<file path="config.mk">
export PLATFORM = sky130hd
export DESIGN_NAME = window_resp_monitor
export DESIGN_NICKNAME = d
export VERILOG_FILES = /design/src/rtl/wrm_pkg.sv /design/src/rtl/wrm_stage_eval.sv /design/src/rtl/wrm_oblig_pipe.sv /design/src/rtl/wrm_flag.sv /design/src/rtl/window_resp_monitor.sv
export SDC_FILE = /design/constraint.sdc
export NUM_CORES = 1
export LEC_CHECK = 0
export BUFFER_PORTS_ARGS = -buffer_cell sky130_fd_sc_hd__buf_2
export CORE_UTILIZATION = 50
export DETAILED_ROUTE_END_ITERATION = 6
export PLACE_DENSITY = 0.69
export REMOVE_ABC_BUFFERS = 1
export SETUP_SLACK_MARGIN = 0.3
export SYNTH_ARGS = -nofsm -noshare
export SYNTH_HDL_FRONTEND = slang
export SYNTH_HIERARCHICAL = 1
export SYNTH_SLANG_ARGS = --single-unit
</file>
<file path="constraint.sdc">
create_clock -name clk -period 1.75 [get_ports clk]
set_input_delay 0.0875 -clock clk [delete_from_list [all_inputs] [get_ports clk]]
set_output_delay 0.0875 -clock clk [all_outputs]
set_load 0.005 [all_outputs]
</file>
<file path="src/rtl/wrm_pkg.sv">
package wrm_pkg;

  // Check mode carried by each obligation
  typedef enum logic [1:0] {
    CHK_EXACT     = 2'b00,
    CHK_ALL       = 2'b01,
    CHK_ANY       = 2'b10,
    CHK_EXACT_ALT = 2'b11
  } chk_mode_e;

  // One pending obligation at a given age
  typedef struct packed {
    logic      live;
    chk_mode_e mode;
    logic      met;
  } oblig_t;

endpackage

</file>
<file path="src/rtl/wrm_stage_eval.sv">
// Judges the obligation of one fixed age against the current response.
module wrm_stage_eval
  import wrm_pkg::*;
#(
  parameter int AGE    = 1,
  parameter int WIN_LO = 2,
  parameter int WIN_HI = 5
) (
  input  oblig_t ob_i,
  input  logic   resp_i,
  output logic   fail_o,
  output logic   met_fwd_o
);

  localparam bit IN_WIN = (AGE >= WIN_LO) && (AGE <= WIN_HI);
  localparam bit AT_LO  = (AGE == WIN_LO);
  localparam bit AT_HI  = (AGE == WIN_HI);

  logic hit;

  always_comb begin
    hit       = IN_WIN && resp_i;
    // any in-window response marks this obligation met
    met_fwd_o = ob_i.met | hit;
    fail_o    = 1'b0;
    if (ob_i.live) begin
      unique case (ob_i.mode)
        CHK_EXACT, CHK_EXACT_ALT: fail_o = AT_LO && !resp_i;
        CHK_ALL:                  fail_o = IN_WIN && !resp_i;
        CHK_ANY:                  fail_o = AT_HI && !(ob_i.met | hit);
        default:                  fail_o = 1'b0;
      endcase
    end
  end

endmodule

</file>
<file path="src/rtl/wrm_oblig_pipe.sv">
// Age pipeline: entry g holds the obligation opened g+1 cycles ago.
module wrm_oblig_pipe
  import wrm_pkg::*;
#(
  parameter int DEPTH = 5
) (
  input  logic       clk,
  input  logic       rst_n,
  input  logic       trig_i,
  input  logic [1:0] mode_i,
  input  logic       met_fwd_i [DEPTH],
  output oblig_t     stg_o     [DEPTH]
);

  oblig_t stg_q [DEPTH];
  oblig_t stg_d [DEPTH];
  logic   any_live;
  logic   shift_en;

  always_comb begin
    any_live = 1'b0;
    for (int i = 0; i < DEPTH; i++) any_live = any_live | stg_q[i].live;
    // clock enable: idle pipeline holds still
    shift_en = trig_i | any_live;
  end

  always_comb begin
    // mode is captured with the trigger and travels with it
    stg_d[0].live = trig_i;
    stg_d[0].mode = chk_mode_e'(mode_i);
    stg_d[0].met  = 1'b0;
    for (int i = 1; i < DEPTH; i++) begin
      stg_d[i]     = stg_q[i-1];
      stg_d[i].met = met_fwd_i[i-1];
    end
  end

  // reset empties every age slot
  always_ff @(posedge clk or negedge rst_n) begin
    if (!rst_n) begin
      for (int i = 0; i < DEPTH; i++) stg_q[i] <= '{live: 1'b0, mode: CHK_EXACT, met: 1'b0};
    end else if (shift_en) begin
      for (int i = 0; i < DEPTH; i++) stg_q[i] <= stg_d[i];
    end
  end

  assign stg_o = stg_q;

endmodule

</file>
<file path="src/rtl/wrm_flag.sv">
// Registers the per-cycle violation into a pulse and a sticky flag.
module wrm_flag (
  input  logic clk,
  input  logic rst_n,
  input  logic viol_i,
  output logic pulse_o,
  output logic sticky_o
);

  logic pulse_q, pulse_d;
  logic sticky_q, sticky_d;
  logic sticky_en;

  always_comb begin
    pulse_d   = viol_i;                 // one pulse per failing cycle
    sticky_en = viol_i & ~sticky_q;
    sticky_d  = 1'b1;
  end

  always_ff @(posedge clk or negedge rst_n) begin
    if (!rst_n) pulse_q <= 1'b0;
    else        pulse_q <= pulse_d;
  end

  always_ff @(posedge clk or negedge rst_n) begin
    if (!rst_n)         sticky_q <= 1'b0;
    else if (sticky_en) sticky_q <= sticky_d;
  end

  assign pulse_o  = pulse_q;
  assign sticky_o = sticky_q;

endmodule

</file>
<file path="src/rtl/window_resp_monitor.sv">
module window_resp_monitor
  import wrm_pkg::*;
#(
  parameter int WIN_LO = 2,
  parameter int WIN_HI = 5
) (
  input  logic       clk,
  input  logic       rst_n,
  input  logic       trig_i,
  input  logic       resp_i,
  input  logic [1:0] mode_i,
  output logic       err_pulse_o,
  output logic       err_sticky_o
);

  localparam int DEPTH = WIN_HI;

  oblig_t stg     [DEPTH];
  logic   met_fwd [DEPTH];
  logic [DEPTH-1:0] fail_vec;
  logic   viol;

  wrm_oblig_pipe #(.DEPTH(DEPTH)) u_pipe (
    .clk       (clk),
    .rst_n     (rst_n),
    .trig_i    (trig_i),
    .mode_i    (mode_i),
    .met_fwd_i (met_fwd),
    .stg_o     (stg)
  );

  // one evaluator per age, all obligations judged in parallel
  for (genvar g = 0; g < DEPTH; g++) begin : g_age
    wrm_stage_eval #(.AGE(g + 1), .WIN_LO(WIN_LO), .WIN_HI(WIN_HI)) u_eval (
      .ob_i      (stg[g]),
      .resp_i    (resp_i),
      .fail_o    (fail_vec[g]),
      .met_fwd_o (met_fwd[g])
    );
  end

  assign viol = |fail_vec;

  wrm_flag u_flag (
    .clk      (clk),
    .rst_n    (rst_n),
    .viol_i   (viol),
    .pulse_o  (err_pulse_o),
    .sticky_o (err_sticky_o)
  );

endmodule

</file>
# Word level (Yosys, flattened, before mapping)
# Cells that the tools add are included.
# Widths: inputs -> output; s select.
# classes
n_eq_ne,15
bitwise,10
mux,10
reduce_logical,13
# ops
cell,count
$eq 2x2->1 const B,10
$eq 2x1->1 const B,5
$logic_not 2->1,5
$reduce_or 3->1,3
$or 1x1->1,8
$mux 1,6
$pmux 1 s2,3
$reduce_or 5->1,1
$reduce_or 4->1,1
$pmux 1 s3,1
$logic_not 1->1,2
$reduce_or 2->1,1
$and 1x1->1,1
$not 1->1,1
# word_totals
output_inout_bits,2
elab_cells,63
in_bits,6
reg_bits,20

# Longest topological paths before layout
# Gate-level depths: netlist of run 1.
# logic_depth
depth_word,6
mapped_depth,7
ltp_nobuf,7

# Cells and area by module
# Netlist of run 1, hierarchy kept.
# modules_own_cells
mod,cells_each,seq_area_each_um2,n_inst,area_each_um2
wrm_oblig_pipe,44,475.5,1,740.7
wrm_stage_eval at g_age[4].u_eval,8,0.0,1,58.8
wrm_flag,3,50.0,1,56.3
wrm_stage_eval at g_age[2].u_eval ...,2,0.0,2,18.8
wrm_stage_eval at g_age[1].u_eval,3,0.0,1,32.5
wrm_stage_eval at g_age[0].u_eval,3,0.0,1,18.8
window_resp_monitor,3,0.0,1,12.5

# Worst setup path after synthesis of run 1
# Ideal clock, no wire load.
# synth_path
kind,register to register
start,reg u_pipe/stg_o[1] (netlist name)
end,reg u_flag.sticky_q (netlist: u_flag/sticky_o)
required_time_ns,1.626
period_less_slack_ns,1.385
setup_time_ns,0.124
path_buffers,0
path_slack_ns,0.365
path_stages_with_launch,8
arrival_time_ns,1.260
path_cell_list,dfrtp_1 -> inv_1 -> ha_1 -> nor2b_1 -> o211a_1 -> nor3_1 -> nand2_1 -> or2_1
# synth_between
elab_chain_cells,6
word_cells_on_any_way,9
classes_between,eq/ne: 3; mux: 2; bitwise: 1; reduce/logical: 3
# synth_rtl
element,line_no,rtl
$eq 2x2->1 / $logic_not 2->1 (equally long branches),wrm_stage_eval.sv:27,unique case (ob_i.mode)
$reduce_or 2->1,wrm_stage_eval.sv:27,
$pmux 1 s3 (*),wrm_stage_eval.sv:27,
$mux 1 (*),wrm_stage_eval.sv:26,if (ob_i.live) begin
via fail_vec[4],window_resp_monitor.sv:20,logic [DEPTH-1:0] fail_vec;
$reduce_or 5->1 (*),window_resp_monitor.sv:42,assign viol = |fail_vec;
via viol,window_resp_monitor.sv:21,logic viol;
$and 1x1->1 (*),wrm_flag.sv:16,sticky_en = viol_i & ~sticky_q;
end signal: assignment,wrm_flag.sv:27,else if (sticky_en) sticky_q <= sticky_d;
end: declaration,wrm_flag.sv:11,"logic sticky_q, sticky_d;"
# The timed path passes the listed nets; every way through them passes the cells marked *.
# A chain may end at the register's enable or synchronous reset.

# Final worst setup path of run 1
# layout_path
start,reg u_pipe/stg_o[1] (netlist name)
end,reg u_flag.sticky_q (netlist: u_flag/sticky_o)
# layout_between
elab_chain_cells,6
word_cells_on_any_way,9
classes_between,eq/ne: 3; mux: 2; bitwise: 1; reduce/logical: 3
# layout_rtl
element,line_no
$eq 2x2->1 / $logic_not 2->1 (equally long branches),wrm_stage_eval.sv:27
$reduce_or 2->1,wrm_stage_eval.sv:27
$pmux 1 s3 (*),wrm_stage_eval.sv:27
$mux 1 (*),wrm_stage_eval.sv:26
via fail_vec[4],window_resp_monitor.sv:20
$reduce_or 5->1 (*),window_resp_monitor.sv:42
via viol,window_resp_monitor.sv:21
$and 1x1->1 (*),wrm_flag.sv:16
# Marked as above.

==> key figures, run 1 <==
Routing
  • Drt pass-1 iters: 1
  • DR DRC count: 0
  • Final WL: 1540 µm
  • Detailed Route Iter0 Violations: 0
  • Vias: between 500 and 600
  • Vias per cell: ~4.9
  • Final ANT Viol Nets: 0
  • DR WL/cell: around 14 µm

Final layout
  • Layout Area Growth over Synthesis: 19.6%
  • Commonest non-fill, non-tap cells in the layout: 21 x dfrtp_1, 10 x mux2_4, 9 x buf_4
  • Final #Nets: around 90
  • Layout cells sized above 1: between 50% and 60%
  • Fillers: about 140
  • Most common cell after layout, fill and taps aside: dfrtp_1
  • N_diodes: 0

Clock tree
  • TritonCTS clock tree: done
  • CTS max path bufs: 2
  • Clk Latency, worst-skew pair: around 0.31 ns
  • # clock sinks: 21
  • Root Buffer: clkbuf_4
  • H-tree depth: 1
  • Worst-path clk slew: 0.11 ns
  • Num CTS Buffers: 3

Synth
  • Area of the mapped netlist: 951 µm²
  • Syn Inst Count: 67
  • Synth warn: 6
  • Avg Cell Area, Syn: between 10 and 15 µm²

Die
  • Row Count: 15
  • Initial Util: around 54%
  • IO Count: 8
  • Die extent in y: 45.6 µm
  • Die area: approximately 2100 µm²
  • Area of the core: about 1700 µm²
  • Die width: 45.6 µm

Pwr
  • PwrDens: 765 nW/µm²
  • Overall power: between 800 and 900 µW
  • P_leak: roughly 0.53 nW
  • Peak supply drop: 482 µV

Critical path
  • CP startpoint kind: flop
  • Worst reg2reg setup slack: 0.29 ns
  • Crit path from: u_pipe/stg_o[1]
  • Endpoint class of the critical path: flop
  • Critical Path AT: 1.66 ns
  • Worst reg-to-reg path cell count: 6
  • R2r endpoint: u_flag/sticky_o
  • RR Startpoint: u_pipe/stg_o[1]
  • Crit Path Max Fanout: 2
  • Setup CP Type: reg2reg
  • Critical Path RT: a little under 2 ns

Hold path
  • Worst hold endpoint: u_pipe/stg_o[17]
  • Hold WC Path Type: in2reg
  • Hold path cells: 2
  • Hold Crit Start: mode_i[0]

Timing
  • # setup viols final: 0
  • RSZ-0062 raised after global routing: yes
  • Final setup TNS: 0 ns
  • Max-slew violation count: 0
  • Worst Skew: about 0.0095 ns
  • Final worst-path cycle share: a little over four fifths
  • Final hold viol count: 0
  • Maximum clock rate: about 680 MHz
  • Fin crit period: about 1.5 ns

Global route
  • Vias in the first global route: between 500 and 600
  • Largest net degree at the start of global routing: 22
  • Overall routing resource usage: 17.6%
  • First-pass GRT wire length: approximately 2500 µm
  • Grt ovf: 0
  • Antenna violations before repair: 0

Status
  • Status: finished clean

Placed design
  • I/O Buffers: 7
  • Gpl congestion: between 0.6 and 0.7
  • DPL Wire Length: a little over 900 µm

Flow run
  • Max Cap Viol: 0
## worst max-delay path by stage
stage                       to  slack (ns)  cells past startpoint
2_1_floorplan  u_pipe/stg_o[0]        0.36                      3
3_3_place_gp   u_pipe/stg_o[1]        0.24                      3
3_5_place_dp   u_pipe/stg_o[4]        0.23                      3
4_1_cts        u_flag/sticky_o        0.24                      6
5_1_grt        u_flag/sticky_o        0.23                      6
6_report       u_flag/sticky_o        0.29                      6
## layout make-up
class                           instances  area, µm²  share of cell area, %
Clock buffer                            4       26.3                   2.31
Inverter                                2       7.51                  0.660
Multi-Input combinational cell         36        414                   36.4
Sequential cell                        21        526                   46.2
Tap cell                               25       31.3                   2.75
Timing Repair Buffer                   19        133                   11.7
## power by group
group,internal [mW],leakage [nW],switching (mW)
Sequential,0.512,0.235,0.0202
Combinational,0.0624,0.277,0.0409
Clock,0.0889,0.0150,0.146
Total,0.664,0.527,0.207
## per-layer routing
metal | up-vias | global-route usage [%] | wire [µm]
met3 | 3 | 3.57 | 34
met1 | 263 | 24.1 | 723
met4 | 0 | 9.09 | 26
met2 | 9 | 26.3 | 752
li1 | 247 | - | -
met5 | - | 0 | 0
## per-stage QoR
step	setup slack [ns]	area [µm²]	instances	hold WS [ns]	util, %
2_1_floorplan	0.357	892	58	-0.208	-
3_3_place_gp	0.244	958	90	0.0629	54.9
3_5_place_dp	0.234	958	90	0.0659	54.9
4_1_cts	0.244	1080	103	0.00159	61.9
5_1_grt	0.231	1140	107	0.00732	65.2
6_report	0.286	1140	107	0.0111	65.2
## flip-flops by register name, indices dropped and copies added, names as in the netlist
register         flops
u_flag/sticky_o      1
u_pipe/stg_o        19
u_flag/pulse_o       1
## timing repair
| action | 4_1_cts | 5_1_grt |
|---|---|---|
| gates cloned | 1 | 0 |
| resized for setup | 5 | 4 |
| setup buffers | 6 | 3 |
| endpoints found under the setup margin | 14 | 13 |
| hold endpoints to repair | 22 | 1 |
| hold buffers | 2 | 1 |
| pin swaps | 7 | 4 |
## worst max-delay path, cell delays in order, from the launching register on
cell	delay [ns]
dfrtp_1	0.40
buf_4	0.14
ha_2	0.17
o211a_1	0.24
nor3_2	0.12
nand2_1	0.08
or2_1	0.20
No activity file was read; power rests on OpenSTA's default activity.
==> inputs of run 2 (changes only) <==
--- a/config.mk
+++ b/config.mk
@@ -5,10 +5,11 @@
 export SDC_FILE = /design/constraint.sdc
 export NUM_CORES = 1
 export LEC_CHECK = 0
+export ABC_AREA = 1
 export BUFFER_PORTS_ARGS = -buffer_cell sky130_fd_sc_hd__buf_2
 export CORE_UTILIZATION = 50
 export DETAILED_ROUTE_END_ITERATION = 6
-export PLACE_DENSITY = 0.69
+export PLACE_DENSITY = 0.68
 export REMOVE_ABC_BUFFERS = 1
 export SETUP_SLACK_MARGIN = 0.3
 export SYNTH_ARGS = -nofsm -noshare
==> constraint.sdc (replaced) <==
create_clock -name clk -period 1.5 [get_ports clk]
set_input_delay 0.075 -clock clk [delete_from_list [all_inputs] [get_ports clk]]
set_output_delay 0.075 -clock clk [all_outputs]
set_load 0.005 [all_outputs]
==> run 2 against run 1 <==
  * Total power increased by 18%
  * Hold slack better by 0.15 ns
  * Via count rose by 45%
  * Flip-flop and latch count unchanged
  * Maximum frequency rose by 16%
  * Cell count increased by 37%
  * Synthesized area is 5.9% higher
  * Die area is 5.6% higher
  * Routed wire length increased by 17%
  * Core utilization is 3.4 points lower
  * Clock power grew 15%
  * Critical endpoint unchanged
  * Largest power group unchanged
==> key figures, run 2 <==
Status
  • Status: finished clean

Routing
  • Drt pass-1 iters: 4 (+3)
  • Vias per cell: 5.14 (+5.4%)
  • Detailed Route Iter0 Violations: 20 (+20)
  • DR WL/cell: 12.2 µm (-15%)
  • DR DRC count: 0 (unchanged)
  • Final WL: 1790 µm (+17%)
  • Vias: 756 (+45%)
  • Final ANT Viol Nets: 0 (unchanged)

Clock tree
  • # clock sinks: 21 (unchanged)
  • Worst-path clk slew: 0.12 ns (about the same)
  • TritonCTS clock tree: done
  • H-tree depth: 1 (unchanged)
  • Clk Latency, worst-skew pair: 0.30 ns (about the same)
  • Num CTS Buffers: 3 (unchanged)
  • Root Buffer: clkbuf_4
  • CTS max path bufs: 2 (unchanged)

Global route
  • Grt ovf: 0 (unchanged)
  • Vias in the first global route: 769 (+43%)
  • Antenna violations before repair: 0 (unchanged)
  • First-pass GRT wire length: 3060 µm (+23%)
  • Largest net degree at the start of global routing: 22 (unchanged)
  • Overall routing resource usage: 19.9% (+2.3 points)

Pwr
  • Overall power: 1.02 mW (+18%)
  • Peak supply drop: 634 µV (+31%)
  • Internal power: 752 µW (+13%)
  • Combinational share of power: 12.3% (+0.4 points)
  • P_leak: 0.564 nW (+7.1%)
  • Clock network power share: 26.5% (-0.4 points)
  • Switching Fraction: 26.6% (+2.8 points)
  • NetSw: 272 µW (+32%)
  • PwrDens: 921 nW/µm² (+20%)
  • Register share of total power: 61.3% (about the same)

Final layout
  • Commonest non-fill, non-tap cells in the layout: 35 x nand2_1, 21 x dfrtp_1, 14 x nand4_1
  • Layout cells sized above 1: 18.0% (-36 points)
  • Max reg flops: 19 (unchanged)
  • Fillers: 157 (+11%)
  • Layout Area Growth over Synthesis: 10.4%
  • Final #Nets: 131 (+44%)
  • Most common cell after layout, fill and taps aside: nand2_1
  • N_diodes: 0 (unchanged)

Timing
  • Final worst-path cycle share: 84.3% (+0.68 points)
  • Max-slew violation count: 0 (unchanged)
  • Final hold viol count: 0 (unchanged)
  • RSZ-0062 raised after global routing: yes
  • Worst Skew: 0.00176 ns (-0.00773 ns)
  • Final setup TNS: 0 ns (unchanged)
  • # setup viols final: 0 (unchanged)
  • Maximum clock rate: 791 MHz (+16%)
  • Setup ws final: 0.235 ns (-0.0511 ns)
  • Fin crit period: 1.26 ns (-0.199 ns)

Die
  • Initial Util: 55.9% (+1.4 points)
  • Die area: 2200 µm² (+5.6%)
  • Die width: 46.9 µm (+2.8%)
  • Row Count: 15 (unchanged)
  • Area of the core: 1800 µm² (+3.2%)
  • Die extent in y: 46.9 µm (+2.8%)
  • IO Count: 8 (unchanged)

Critical path
  • Critical Path AT: 1.47 ns (-0.19 ns)
  • Endpoint class of the critical path: flop
  • CP max-delay cell: dfrtp_1
  • Buf/Inv on CP: 2 (+1)
  • Crit Path Max Fanout: 3 (+1)
  • Critical Path RT: 1.70 ns (-0.25 ns)
  • Crit path max-delay family: flip-flops
  • Setup CP Type: reg2reg
  • Slowest cell delay on critical path: 0.41 ns (about the same)
  • Critical path's most frequent cell: nor2_1
  • Crit-path cells: inv_2 -> ha_4 -> nor2_1 -> nand2_1 -> nor2_1 -> nor2_1 -> nand3_1 -> inv_1 -> nand2_1
  • CP startpoint kind: flop

Synth
  • Area of the mapped netlist: 1010 µm² (+5.9%)
  • Synth warn: 6 (unchanged)
  • Avg Cell Area, Syn: 8.76 µm² (-38%)
  • Syn Inst Count: 115 (+72%)

Placed design
  • Dpl ws: 0.215 ns (-0.0186 ns)
  • DPL Wire Length: 1180 µm (+31%)
  • Gpl congestion: 0.767 (+10%)
  • I/O Buffers: 7 (unchanged)

Hold path
  • Hold WC Path Type: in2reg

Flow run
  • Max Cap Viol: 0 (unchanged)
run 2: layout make-up:
type	instances	area, µm²	area share [%]
clock inverters	1	5.00	0.450
repair buffers	15	105	9.45
flip-flops and latches	21	526	47.2
well taps	25	31.3	2.81
clock buffers	3	22.5	2.02
multi-input cells	70	378	34.0
inverters	12	45.0	4.05
run 2: timing repair:
| item | CTS | global route |
|---|---|---|
| setup buffers | 0 | 1 |
| setup endpoints to repair | 1 | 2 |
| gates resized for setup | 0 | 3 |
| hold endpoints to repair | 24 | 0 |
| pin swaps | 4 | 3 |
| hold buffers | 4 | 0 |
run 2: worst register-to-register path, stage by stage (launching register included):
cell and delay [ns]:
dfrtp_1 0.41, inv_2 0.07, ha_4 0.25, nor2_1 0.03
nand2_1 0.05, nor2_1 0.04, nor2_1 0.09, nand3_1 0.11
inv_1 0.07, nand2_1 0.05
run 2: through the flow:
| step | utilization [%] | hold slack (ns) | instances | instance area [µm²] |
|---|---|---|---|---|
| after floorplan | - | -0.221 | 103 | 932 |
| after global placement | 56.7 | 0.0494 | 138 | 1020 |
| after detailed placement | 56.7 | 0.0544 | 138 | 1020 |
| after CTS | 60.4 | 0.150 | 146 | 1090 |
| after global routing | 61.7 | 0.172 | 147 | 1110 |
| final | 61.7 | 0.157 | 147 | 1110 |
run 2: path summary, 6_finish.rpt:
check                                   end  slack (ns)  cells past startpoint              from
min in group asynchronous  u_pipe/stg_o[13]        0.25                      2             rst_n
max in group asynchronous   u_pipe/stg_o[2]        0.94                      2             rst_n
max                         u_flag/sticky_o        0.24                      9   u_pipe/stg_o[1]
max reg2reg                 u_flag/sticky_o        0.24                      9   u_pipe/stg_o[1]
min                         u_pipe/stg_o[8]        0.16                      4            resp_i
min reg2reg                u_pipe/stg_o[15]        0.45                      0  u_pipe/stg_o[19]
run 2: layer usage:
metal	track usage, %	vias to the layer above	part of all wire, %
met2	32.5	10	51
met1	24.9	377	46
met4	12.6	0	0.67
li1	-	367	-
met5	0	-	0
met3	2.69	2	2.0
run 2: power by group through the flow:
stage	clock network, mW	logic [mW]	registers (mW)
2_1_floorplan	0	0.0635	0.631
3_3_place_gp	0	0.104	0.636
3_5_place_dp	0	0.109	0.637
4_1_cts	0.278	0.116	0.626
5_1_grt	0.300	0.143	0.632
6_report	0.271	0.126	0.628
==> inputs of run 3 (changes only) <==
==> constraint.sdc (replaced) <==
create_clock -name clk -period 1.2 [get_ports clk]
set_input_delay 0.06 -clock clk [delete_from_list [all_inputs] [get_ports clk]]
set_output_delay 0.06 -clock clk [all_outputs]
set_load 0.005 [all_outputs]
==> run 3 against run 2 <==
  * The flow now finishes with violations (negative setup slack)
  * Combinational power grew 75%
  * Hold slack lost 0.0061 ns
  * Routed wire length grew 26%
  * Clock skew grew 0.0083 ns
  * Die area is the same
  * Flip-flop and latch count is the same
  * Critical path depth is the same
  * Core utilization grew 9.2 points
  * Clock power grew 26%
  * Cell count grew 6.8%
  * Maximum frequency grew 0.35%
  * Global-route usage grew 4.0 points
  * Largest cell class unchanged
  * Largest power group unchanged
==> key figures, run 3 (synthesis gave the netlist of run 2 again) <==
Clock tree
  • Worst-path clk slew: 0.12 ns (about the same)
  • TritonCTS clock tree: done
  • Root Buffer: clkbuf_4
  • Num CTS Buffers: 3 (unchanged)
  • Clk Latency, worst-skew pair: 0.31 ns (about the same)
  • H-tree depth: 1 (unchanged)
  • CTS max path bufs: 2 (unchanged)
  • # clock sinks: 21 (unchanged)

Routing
  • Drt pass-1 iters: 4 (unchanged)
  • Vias per cell: 5.20 (+1.1%)
  • Final WL: 2250 µm (+26%)
  • DR DRC count: 0 (unchanged)
  • DR WL/cell: 14.3 µm (+18%)
  • Final ANT Viol Nets: 0 (unchanged)
  • Detailed Route Iter0 Violations: 12 (-40%)
  • Vias: 816 (+7.9%)

Die
  • Die extent in y: 46.9 µm (unchanged)
  • Die width: 46.9 µm (unchanged)
  • Row Count: 15 (unchanged)
  • Area of the core: 1800 µm² (unchanged)
  • Initial Util: 55.9% (unchanged)
  • IO Count: 8 (unchanged)
  • Die area: 2200 µm² (unchanged)

Placed design
  • Placed cell count: 138 (unchanged)
  • Placement Cell Area: 1020 µm² (unchanged)
  • Dpl ws: -0.0413 ns (-0.256 ns)
  • DPL Wire Length: 1080 µm (-8.4%)
  • I/O Buffers: 7 (unchanged)
  • Gpl congestion: 0.771 (+0.60%)

Timing
  • Maximum clock rate: 793 MHz (+0.35%)
  • Setup ws final: -0.0604 ns (-0.296 ns)
  • # setup viols final: 1 (+1)
  • Final setup TNS: -0.0604 ns (-0.0604 ns)
  • Fin crit period: 1.26 ns (-0.00445 ns)
  • Final hold viol count: 0 (unchanged)
  • Max-slew violation count: 0 (unchanged)
  • Fin Hold WS: 0.151 ns (-0.00615 ns)
  • RSZ-0062 raised after global routing: yes
  • Worst Skew: 0.0101 ns (+0.00833 ns)
  • Final worst-path cycle share: 105% (+21 points)

Flow run
  • Max Cap Viol: 0 (unchanged)

Final layout
  • Util after Layout: 71.0% (+9.2 points)
  • Max reg flops: 19 (unchanged)
  • Commonest non-fill, non-tap cells in the layout: 21 x dfrtp_1, 19 x nand2_1, 16 x nand2_2
  • Fillers: 150 (-4.5%)
  • Final #Nets: 141 (+7.6%)
  • Layout Area Growth over Synthesis: 27.0%
  • Finished Layout Cells: 157 (+6.8%)
  • N_diodes: 0 (unchanged)
  • Layout cells sized above 1: 34.1% (+16 points)
  • Post-route design area: 1280 µm² (+15%)
  • Register area: 526 µm² (unchanged)
  • Multi-input gate area: 419 µm² (+11%)
  • Most common cell after layout, fill and taps aside: dfrtp_1

Global route
  • Antenna violations before repair: 0 (unchanged)
  • Overall routing resource usage: 23.9% (+4.0 points)
  • Grt ovf: 0 (unchanged)
  • First-pass GRT wire length: 3560 µm (+16%)
  • Vias in the first global route: 776 (+0.91%)
  • Largest net degree at the start of global routing: 22 (unchanged)

Status
  • Status: complete, but fails checks
  • Failing checks: negative setup slack

Critical path
  • CP startpoint kind: flop
  • Slowest cell delay on critical path: 0.39 ns (-0.02 ns)
  • Setup CP Type: reg2reg
  • Crit Path Max Fanout: 3 (unchanged)
  • Critical Path RT: 1.46 ns (-0.24 ns)
  • Worst reg-to-reg path cell count: 9 (unchanged)
  • Critical Path AT: 1.52 ns (+0.05 ns)
  • Endpoint class of the critical path: flop
  • Crit-path cells: inv_1 -> ha_1 -> nor2_1 -> nand2_1 -> nor2_1 -> nor2_1 -> nand3_1 -> inv_1 -> nand2_1
  • CP max-delay cell: dfrtp_1
  • Critical path's most frequent cell: nor2_1

Pwr
  • Peak supply drop: 783 µV (+24%)
  • Overall power: 1.35 mW (+31%)
  • PwrDens: 1050 nW/µm² (+14%)
  • P_leak: 0.626 nW (+11%)

Hold path
  • Hold WC Path Type: in2reg
  • Hold path cells: 4 (unchanged)
[run 3: what timing repair did]
action / CTS / global route
pin swaps: 6 / 6
hold buffers: 4 / 0
resized for setup: 13 / 17
endpoints found under the hold margin: 24 / 0
setup buffers: 5 / 2
setup endpoints to repair: 16 / 18
gates cloned: 4 / 0
[run 3: power breakdown]
| part | switching (mW) | total (mW) | internal [mW] |
|---|---|---|---|
| Clock | 0.217 | 0.341 | 0.125 |
| Sequential | 0.0348 | 0.784 | 0.750 |
| Combinational | 0.116 | 0.221 | 0.105 |
[run 3: area by class of cell]
| type | count | share of cell area [%] |
|---|---|---|
| clock buffers | 3 | 1.76 |
| multi-input cells | 71 | 32.8 |
| repair buffers | 24 | 18.0 |
| flip-flops and latches | 21 | 41.1 |
| clock inverters | 1 | 0.391 |
| inverters | 12 | 3.52 |
| well taps | 25 | 2.45 |
[run 3: final timing paths]
path / start / to / slack [ns]
min reg2reg: u_pipe/stg_o[19] / u_pipe/stg_o[15] / 0.45
max in group asynchronous: rst_n / u_pipe/stg_o[17] / 0.64
min in group asynchronous: rst_n / u_flag/sticky_o / 0.22
max: u_pipe/stg_o[1] / u_flag/sticky_o / -0.06
min: resp_i / u_pipe/stg_o[8] / 0.15
max reg2reg: u_pipe/stg_o[1] / u_flag/sticky_o / -0.06
[run 3: per-layer routing]
metal  up-vias  global-route usage, %  wire length [µm]  part of all wire, %
li1        392                      -                 -                    -
met1       402                   32.4              1010                   45
met2        20                   40.0              1160                   52
met3         2                   2.69                60                  2.7
met4         0                   8.00                23                  1.0
met5         -                      0                 0                    0
[run 3: critical path: cells and delay by family (launching register included)]
family / cells / cell delay (ns)
AND/OR/NAND/NOR: 6 / 0.43
buffers and inverters: 2 / 0.10
adder cells (fa/ha/maj): 1 / 0.29
flip-flops: 1 / 0.39
